$ cat src/rtl/aud_ser_pkg.sv
package aud_ser_pkg;

    typedef enum logic [1:0] {
        SRC_NONE = 2'd0,
        SRC_FIFO = 2'd1,
        SRC_HIST = 2'd2,
        SRC_ZERO = 2'd3
    } word_src_e;

    typedef struct packed {
        word_src_e src;
        logic      active;
        logic      mono_copy;
    } slot_plan_t;

    function automatic logic replay_allowed(input logic rep, input int unsigned nslots);
        return rep && (nslots <= 2);
    endfunction

endpackage

$ cat src/rtl/aud_slot_plan.sv
module aud_slot_plan
    import aud_ser_pkg::*;
#(
    parameter int MAX_SLOTS = 4,
    localparam int SI_W = (MAX_SLOTS > 1) ? $clog2(MAX_SLOTS) : 1,
    localparam int NS_W = $clog2(MAX_SLOTS + 1)
) (
    input  logic [SI_W-1:0]      slot,
    input  logic [NS_W-1:0]      slot_count,
    input  logic [MAX_SLOTS-1:0] slot_mask,
    input  logic                 mono,
    input  logic                 mute,
    input  logic                 mute_replay,
    output slot_plan_t           plan
);
    logic in_range;

    always_comb begin
        in_range       = NS_W'(slot) < slot_count;
        plan.active    = in_range && slot_mask[slot];
        plan.mono_copy = 1'b0;
        plan.src       = SRC_NONE;
        if (plan.active) begin
            if (mute) begin
                plan.src = replay_allowed(mute_replay, int'(slot_count)) ? SRC_HIST : SRC_ZERO;
            end else if (mono && slot_count == NS_W'(2) && slot == SI_W'(1)) begin
                plan.src       = SRC_HIST;
                plan.mono_copy = 1'b1;
            end else begin
                plan.src = SRC_FIFO;
            end
        end
    end
endmodule

$ cat src/rtl/aud_slot_hist.sv
module aud_slot_hist #(
    parameter int SAMPLE_W  = 16,
    parameter int MAX_SLOTS = 4,
    localparam int SI_W = (MAX_SLOTS > 1) ? $clog2(MAX_SLOTS) : 1
) (
    input  logic                clk,
    input  logic                rst,
    input  logic                wr_en,
    input  logic [SI_W-1:0]     wr_idx,
    input  logic [SAMPLE_W-1:0] wr_data,
    input  logic [SI_W-1:0]     rd_idx,
    output logic [SAMPLE_W-1:0] rd_data
);
    logic [SAMPLE_W-1:0] words [MAX_SLOTS];

    for (genvar g = 0; g < MAX_SLOTS; g++) begin : g_slot
        always_ff @(posedge clk) begin
            if (rst)
                words[g] <= '0;
            else if (wr_en && wr_idx == SI_W'(g))
                words[g] <= wr_data;
        end
    end

    assign rd_data = words[rd_idx];
endmodule

$ cat src/rtl/aud_bit_out.sv
module aud_bit_out #(
    parameter int SAMPLE_W = 16,
    localparam int DB_W = $clog2(SAMPLE_W + 1)
) (
    input  logic                clk,
    input  logic                rst,
    input  logic                bit_en,
    input  logic                load,
    input  logic [SAMPLE_W-1:0] load_word,
    input  logic                load_active,
    input  logic                lsb_first,
    input  logic [DB_W-1:0]     data_bits,
    input  logic                tristate,
    output logic                sd_o,
    output logic                sd_oe
);
    logic [SAMPLE_W-1:0] word_q, nxt_word, shifted;
    logic [DB_W-1:0]     pos_q, nxt_pos, idx;
    logic                act_q, nxt_act, nxt_bit;

    always_comb begin
        nxt_word = load ? load_word : word_q;
        nxt_act  = load ? load_active : act_q;
        if (load)
            nxt_pos = '0;
        else if (pos_q == {DB_W{1'b1}})
            nxt_pos = pos_q;
        else
            nxt_pos = pos_q + DB_W'(1);
        idx     = lsb_first ? nxt_pos : (data_bits - DB_W'(1) - nxt_pos);
        shifted = nxt_word >> idx;
        nxt_bit = nxt_act && (nxt_pos < data_bits) && shifted[0];
    end

    always_ff @(posedge clk) begin
        if (rst) begin
            word_q <= '0;
            pos_q  <= '0;
            act_q  <= 1'b0;
            sd_o   <= 1'b0;
            sd_oe  <= 1'b0;
        end else if (bit_en) begin
            word_q <= nxt_word;
            pos_q  <= nxt_pos;
            act_q  <= nxt_act;
            sd_o   <= nxt_bit;
            sd_oe  <= nxt_act || !tristate;
        end
    end
endmodule

$ cat src/rtl/aud_slot_ser.sv
module aud_slot_ser
    import aud_ser_pkg::*;
#(
    parameter int SAMPLE_W  = 16,
    parameter int MAX_SLOTS = 4,
    localparam int SI_W = (MAX_SLOTS > 1) ? $clog2(MAX_SLOTS) : 1,
    localparam int NS_W = $clog2(MAX_SLOTS + 1),
    localparam int DB_W = $clog2(SAMPLE_W + 1)
) (
    input  logic                 clk,
    input  logic                 rst,
    input  logic                 bit_en,
    input  logic                 slot_first,
    input  logic                 frame_first,
    input  logic [SAMPLE_W-1:0]  in_data,
    input  logic                 in_valid,
    output logic                 in_ready,
    input  logic                 cfg_lsb_first,
    input  logic [DB_W-1:0]      cfg_data_bits,
    input  logic [NS_W-1:0]      cfg_slot_count,
    input  logic [MAX_SLOTS-1:0] cfg_slot_mask,
    input  logic                 cfg_mono,
    input  logic                 cfg_mute,
    input  logic                 cfg_mute_replay,
    input  logic                 cfg_tristate,
    input  logic                 clr_underrun,
    output logic                 underrun,
    output logic                 sd_o,
    output logic                 sd_oe
);
    logic                slot_start;
    logic [SI_W-1:0]     slot_q, cur_slot, hist_rd_idx;
    slot_plan_t          plan;
    logic [SAMPLE_W-1:0] hist_word, slot_word;
    logic                starved;

    assign slot_start = bit_en && slot_first;

    always_comb begin
        if (frame_first)
            cur_slot = '0;
        else if (slot_q == SI_W'(MAX_SLOTS - 1))
            cur_slot = slot_q;
        else
            cur_slot = slot_q + SI_W'(1);
    end

    always_ff @(posedge clk) begin
        if (rst)
            slot_q <= '0;
        else if (slot_start)
            slot_q <= cur_slot;
    end

    aud_slot_plan #(.MAX_SLOTS(MAX_SLOTS)) u_plan (
        .slot        (cur_slot),
        .slot_count  (cfg_slot_count),
        .slot_mask   (cfg_slot_mask),
        .mono        (cfg_mono),
        .mute        (cfg_mute),
        .mute_replay (cfg_mute_replay),
        .plan        (plan)
    );

    assign hist_rd_idx = plan.mono_copy ? '0 : cur_slot;

    always_comb begin
        unique case (plan.src)
            SRC_FIFO: slot_word = in_valid ? in_data : '0;
            SRC_HIST: slot_word = hist_word;
            default:  slot_word = '0;
        endcase
    end

    assign in_ready = slot_start && (plan.src == SRC_FIFO);
    assign starved  = in_ready && !in_valid;

    aud_slot_hist #(.SAMPLE_W(SAMPLE_W), .MAX_SLOTS(MAX_SLOTS)) u_hist (
        .clk     (clk),
        .rst     (rst),
        .wr_en   (slot_start && plan.active),
        .wr_idx  (cur_slot),
        .wr_data (slot_word),
        .rd_idx  (hist_rd_idx),
        .rd_data (hist_word)
    );

    always_ff @(posedge clk) begin
        if (rst)
            underrun <= 1'b0;
        else if (starved)
            underrun <= 1'b1;
        else if (clr_underrun)
            underrun <= 1'b0;
    end

    aud_bit_out #(.SAMPLE_W(SAMPLE_W)) u_out (
        .clk         (clk),
        .rst         (rst),
        .bit_en      (bit_en),
        .load        (slot_start),
        .load_word   (slot_word),
        .load_active (plan.active),
        .lsb_first   (cfg_lsb_first),
        .data_bits   (cfg_data_bits),
        .tristate    (cfg_tristate),
        .sd_o        (sd_o),
        .sd_oe       (sd_oe)
    );
endmodule

$ cat config.mk
export PLATFORM = sky130hd
export DESIGN_NAME = aud_slot_ser
export DESIGN_NICKNAME = d
export VERILOG_FILES = /design/src/rtl/aud_ser_pkg.sv /design/src/rtl/aud_slot_plan.sv /design/src/rtl/aud_slot_hist.sv /design/src/rtl/aud_bit_out.sv /design/src/rtl/aud_slot_ser.sv
export SDC_FILE = /design/constraint.sdc
export NUM_CORES = 1
export LEC_CHECK = 0
export ABC_AREA = 1
export BUFFER_PORTS_ARGS = -buffer_cell sky130_fd_sc_hd__buf_2
export CORE_UTILIZATION = 67
export CTS_BUF_LIST = sky130_fd_sc_hd__clkbuf_8
export CTS_CLUSTER_SIZE = 25
export DETAILED_ROUTE_END_ITERATION = 8
export HOLD_SLACK_MARGIN = 0.03
export PLACE_DENSITY_LB_ADDON = 0.15
export SLEW_MARGIN = 25
export SYNTH_ARGS = -nofsm -noshare
export SYNTH_HDL_FRONTEND = slang
export SYNTH_SLANG_ARGS = --single-unit
export TNS_END_PERCENT = 1
$ cat constraint.sdc
create_clock -name clk -period 5.7 [get_ports clk]
set_input_delay 0.57 -clock clk [delete_from_list [all_inputs] [get_ports clk]]
set_output_delay 0.57 -clock clk [all_outputs]
set_load 0.05 [all_outputs]
==> metrics, run 1 <==
CP Launch Point=bit_en; critical path startpoint category=input port; post-synthesis instance total=626; Routed WL=around 12 mm; GRT Residual Overflow=0; max-slew violation count=0; fin nets=708; hold path startpoint=clr_underrun; Syn Std Cell Area=4960 um2; RR Startpoint=slot_q[1]; Routed Antenna Nets=0; Tcrit/Tclk final=between 60% and 70%; complex-gate fraction of the synthesized area=around 7.6%; die height=88.04 um; Worst-Skew Late Latency=0.36 ns; fin worst setup slack=1.765 ns; cell row count=31; worst vdd ir=0.0001645 V; vias per cell=5.602; Die Wd=around 90 um; Synth Warn #=0; Final Critical Period=3.935 ns; list of most frequent post-synthesis cells=nand2_1 (147), nor2_1 (113), nand3_1 (72), edfxtp_1 (64), inv_1 (61); top-area cell type share of the netlist area=between 30% and 40%; post-synthesis sequential area ratio=roughly half; sum of negative setup slack=0 ns; share of layout cells above drive strength 1=12.27%; Syn Nets=679; Avg Cell Area, Syn=7.923 um2; EDFF count, synth=64; asr flop ratio synth=0%; vias in the first global route=3,915; Synth Flop Type=edfxtp_1; Post-CTS Resized=0; H-tree level count=3; Area Growth Syn to Fin=8.274%; crit path DAT=4.17 ns; GRT Total Usage=about a third; Slew HR=30.05%; post-synthesis mux area share=0%; Max-Cap Viols=0; final hold vios=0; first-pass GRT wire length=18.25 mm; LEAKAGE=2.326 nW; # DRC=0; RSZ-0062 raised after global routing=no; Final GP Congestion=0.8606; vias post-DR=between 4,000 and 5,000; Initial DRC Count=399; IO Port Bufs=43; Power Dens Cells=~260 nW/um2; worst hold slack=around 0.46 ns; kind of end point of the critical path=flip-flop; Core Area=7214 um2; post-synthesis simple-gate area fraction=31.00%; Slew @ Worst Pin=between 1 and 1.5 ns; Crit path required time=5.93 ns; IO Pins=44; # Post-CTS Setup Buffers=0; Final setup violation count=0; count leader, synth=nand2_1; number of CTS-inserted buffers=9; hold_buf cts=0; CTS tree=yes; status=complete, no violations; Yosys cell types=37; Worst Skew=around 0.017 ns; die area=7751 um2; clk slew on worst S/H paths=0.09 ns; top cells by area, synth=edfxtp_1 (39%), nand2_1 (11%), dfxtp_1 (11%); Sink Count=between 90 and 100; XOR/XNOR Fraction of Synth Area=0.5298%; DRT Pass-1 Iters=8; hpwl dp=7.682 mm; largest family of logic cells by synthesized area=simple AND/OR/NAND/NOR gates; number of diodes=0; #FFs+latches synth=91; fmax=~250 MHz; Synth Area in Adders=3.431%; Critical Path Fanout Max=26; area leader, netlist=edfxtp_1; clk buf depth=2; root buffer cell=clkbuf_8; pre-CTS WS=1.434 ns; largest net degree at the start of global routing=35; Initial Utilization=~69%; WS Path Type=input port to flip-flop; Worst Hold Class=input port to flip-flop; initial antenna violation count=0; Routed WL per cell=about 15 um
==> cell families (layout without fill, tap and decap cells) <==
group | after synthesis | in the layout
buf+inv | 91 | 125
compound gates | 69 | 69
fa+ha+maj | 13 | 13
flops | 91 | 91
simple gates | 359 | 359
xor+xnor | 3 | 3
==> critical path: stages <==
cell and delay (ns):
buf_2 0.17, nand2_2 0.33, clkinv_1 0.66, a21oi_1 0.32
o21ai_0 0.19, ha_1 0.24, inv_1 0.08, fa_1 0.40
or2_2 0.27, o21ai_0 0.22, inv_1 0.21, nand3_1 0.14
nand2_1 0.07, nand2_1 0.06, nand3_1 0.07, nand3_1 0.11
a21oi_2 0.05
==> final cells by class <==
cell class | count | area (um2)
clock buffers | 9 | 123.9
clock inverters | 7 | 76.32
fillers | 562 | 1844
inverters | 64 | 240.2
multi-input cells | 444 | 2113
flip-flops and latches | 91 | 2462
well taps | 99 | 123.9
repair buffers | 45 | 230.2
==> per-stage QoR <==
step / instance area, um2 / utilization [%] / instances / total power [mW]
3_3_place_gp: 5170 / 71.66 / 743 / 0.9839
6_report: 5370 / 74.44 / 759 / 1.422
2_1_floorplan: 4960 / - / 626 / 0.9307
4_1_cts: 5370 / 74.44 / 759 / 1.420
5_1_grt: 5370 / 74.44 / 759 / 1.476
3_5_place_dp: 5170 / 71.66 / 743 / 0.9928
==> state kept, by name, summed over array words and instances, names as in the netlist <==
name	cells
u_out.sd_oe	1
u_out.sd_o	1
u_hist.words	64
u_out.pos_q	5
underrun	1
u_out.act_q	1
slot_q	2
u_out.word_q	16
==> routing by layer <==
layer / GRT usage (%) / wire, um / up-vias / part of all wire [%]
met2: 55.53 / 5826 / 170 / 50
met5: 0 / 0 / - / 0
li1: - / - / 2096 / -
met3: 3.676 / 789 / 23 / 6.8
met1: 39.61 / 4698 / 1963 / 41
met4: 13.05 / 242 / 0 / 2.1
==> worst paths after layout <==
check / to / slack, ns / cells after the start
setup reg to reg: u_out.sd_o / 1.82 / 19
hold reg to reg: underrun / 0.47 / 2
setup / recovery: u_out.sd_o / 1.77 / 17
hold / removal: underrun / 0.46 / 4
==> cells in the final DEF, fill, tap and decap left out, drive strengths merged <==
cell      instances
nand2           155
nor2            113
nand3            75
edfxtp           64
inv              63
buf              45
o21ai            32
a21oi            29
dfxtp            27
ha               12
clkbuf            9
nand3b            7
clkinv            5
or2               4
nor3              4
o211ai            2
a211oi            2
xor2              2
clkinvlp          2
xnor2             1
a21o              1
a21boi            1
o2111ai           1
nand4             1
a2bb2oi           1
fa                1
bufinv            1
==> report_power, final <==
group / switching [mW] / internal [mW] / total, mW
clock network: 0.235 / 0.205 / 0.440
logic: 0.169 / 0.0739 / 0.243
registers: 0.00927 / 0.729 / 0.738
Power figures use the tool's default switching activity.
==> run 2: changes to the inputs <==
--- a/config.mk
+++ b/config.mk
@@ -7,7 +7,7 @@
 export LEC_CHECK = 0
 export ABC_AREA = 1
 export BUFFER_PORTS_ARGS = -buffer_cell sky130_fd_sc_hd__buf_2
-export CORE_UTILIZATION = 67
+export CORE_UTILIZATION = 62
 export CTS_BUF_LIST = sky130_fd_sc_hd__clkbuf_8
 export CTS_CLUSTER_SIZE = 25
 export DETAILED_ROUTE_END_ITERATION = 8
==> constraint.sdc (replaced) <==
create_clock -name clk -period 3.85 [get_ports clk]
set_input_delay 0.385 -clock clk [delete_from_list [all_inputs] [get_ports clk]]
set_output_delay 0.385 -clock clk [all_outputs]
set_load 0.05 [all_outputs]
==> run 2 against run 1 <==
Hold slack worse by 0.18 ns. Die area is 7.9% higher. Critical path type is now flip-flop to flip-flop. Highest routed layer unchanged. Clock-buffer cell count stayed put.
==> metrics, run 2 (synthesized netlist as in run 1, its figures left out) <==
fin nets=717; Area Growth Syn to Fin=9.208%; WS Path Type=flip-flop to flip-flop; most frequent cells in the layout=nand2_1 (147), nor2_1 (113), nand3_1 (72); IO Pins=44; sum of negative setup slack=0 ns; Initial Utilization=64.18%; vias post-DR=4,338; Net Sw Frac=30.17%; Final GP Congestion=0.8270; internal power=1.437 mW; # DRC=0; LEAKAGE=2.366 nW; Routed WL per cell=15.93 um; worst hold slack=0.2815 ns; worst vdd ir=0.0002268 V; die area=around 8400 um2; Post-CTS Resized=0; top flop regs=u_hist.words (64), u_out.word_q (16), u_out.pos_q (5); clk slew on worst S/H paths=0.09 ns; final hold vios=0; slowest stage cell on the critical path=dfxtp_1; first-pass GRT wire length=about 20 mm; H-tree level count=3; Critical Path Fanout Max=16; Worst-Skew Late Latency=around 0.37 ns; CTS tree=yes; Max-Cap Viols=0; hpwl dp=7.980 mm; GRT Residual Overflow=0; Final Critical Period=3.390 ns; Tcrit/Tclk final=88.05%; Biggest register=u_hist.words; IO Port Bufs=43; max-slew violation count=0; die height=91.44 um; Psw=620.8 uW; Slew @ Worst Pin=0.9142 ns; # Post-CTS Setup Buffers=0; Initial DRC Count=335; Sink Count=91; number of diodes=0; kind of end point of the critical path=flip-flop; Core Area=7727 um2; Crit path buffers/inverters=2; Crit path required time=4.15 ns; cell row count=32; Critical Path, Cell by Cell=nor2_1 -> nor2_1 -> ha_1 -> inv_1 -> nor2_1 -> a21boi_2 -> nand2_1 -> nor3_1 -> ha_1 -> nand2_1 -> inv_1 -> nand2_1 -> nand2_1 -> nand2_2 -> nand2_2 -> nand3_1 -> nand3_1 -> nand3_1 -> nand3_1 -> nand3_1 -> a21oi_2; hold_buf cts=0; slowest stage delay, CP=0.41 ns; GRT Total Usage=a little under a third; vias in the first global route=4,172; Die Wd=around 91 um; clk buf depth=2; Slew HR=38.91%; Gate power share=18.0%; share of layout cells above drive strength 1=13.30%; vias per cell=5.626; largest net degree at the start of global routing=35; crit path DAT=3.69 ns; Largest register FFs=64; Top delay family on crit path=simple AND/OR/NAND/NOR gates; pre-CTS WS=0.4563 ns; fin worst setup slack=0.4602 ns; Routed WL=about 12 mm; root buffer cell=clkbuf_8; crit-path most repeated cell=nand3_1; status=complete, no violations; Final setup violation count=0; number of CTS-inserted buffers=9; Routed Antenna Nets=0; DRT Pass-1 Iters=5; commonest non-fill, non-tap cell in the layout=nand2_1; Reg power frac=53.1%; clock share of power=28.9%; Power Dens Cells=379.9 nW/um2; fmax=roughly 300 MHz; Worst Skew=about 0.013 ns; Worst Hold Class=input port to flip-flop; initial antenna violation count=0; RSZ-0062 raised after global routing=no; critical path startpoint category=flip-flop
==> run 2: cell types whose count changed in the layout (fill, tap and decap cells not counted) <==
cell,change
clkinv_1,+1
inv_8,+1
clkinvlp_4,-2
inv_6,+1
clkinv_4,-1
clkinv_2,+1
buf_4,+9
bufinv_16,-1
==> run 2: per-stage QoR <==
stage	util, %	total power [mW]	cells	cell area [um2]
floorplan	-	1.378	626	4960
global placement	67.83	1.471	755	5241
detailed placement	67.83	1.481	755	5241
CTS	70.09	2.056	771	5416
global route	70.09	2.141	771	5416
finish	70.09	2.058	771	5416
==> run 2: layout make-up <==
cell class	instances	area (um2)
clock buffer	9	123.9
clock inverter	7	51.30
fill	658	2311
inverter	64	240.2
multi-input combinational	444	2113
sequential	91	2462
tap	102	127.6
timing repair buffer	54	297.8
==> run 2: power groups by stage <==
stage / Clock (mW) / Sequential, mW / Combinational, mW
detailed placement: 0 / 1.11 / 0.366
finish: 0.595 / 1.09 / 0.370
global route: 0.631 / 1.10 / 0.414
global placement: 0 / 1.11 / 0.358
floorplan: 0 / 1.12 / 0.262
CTS: 0.596 / 1.09 / 0.367
==> run 2: final timing paths <==
check	from	endpoint	slack [ns]	cells after the start
worst min register to register	underrun	underrun	0.47	2
worst min-delay path	clr_underrun	underrun	0.28	4
worst max-delay path	slot_q[0]	u_out.sd_o	0.46	21
worst max register to register	slot_q[0]	u_out.sd_o	0.46	21
==> run 2: tightest hold or removal path, delay by kind of cell <==
family,cells,cell delay (ns)
and+or+nand+nor,1,0.04
AOI/OAI and AO/OA,1,0.05
buffers and inverters,2,0.12
==> run 2: metal layers <==
metal,part of all wire [%],GRT usage [%],wire (um)
met3,6.4,3.685,787
met2,49,52.44,6043
met4,3.3,15.61,401
met5,0,0,0
met1,41,38.86,5050
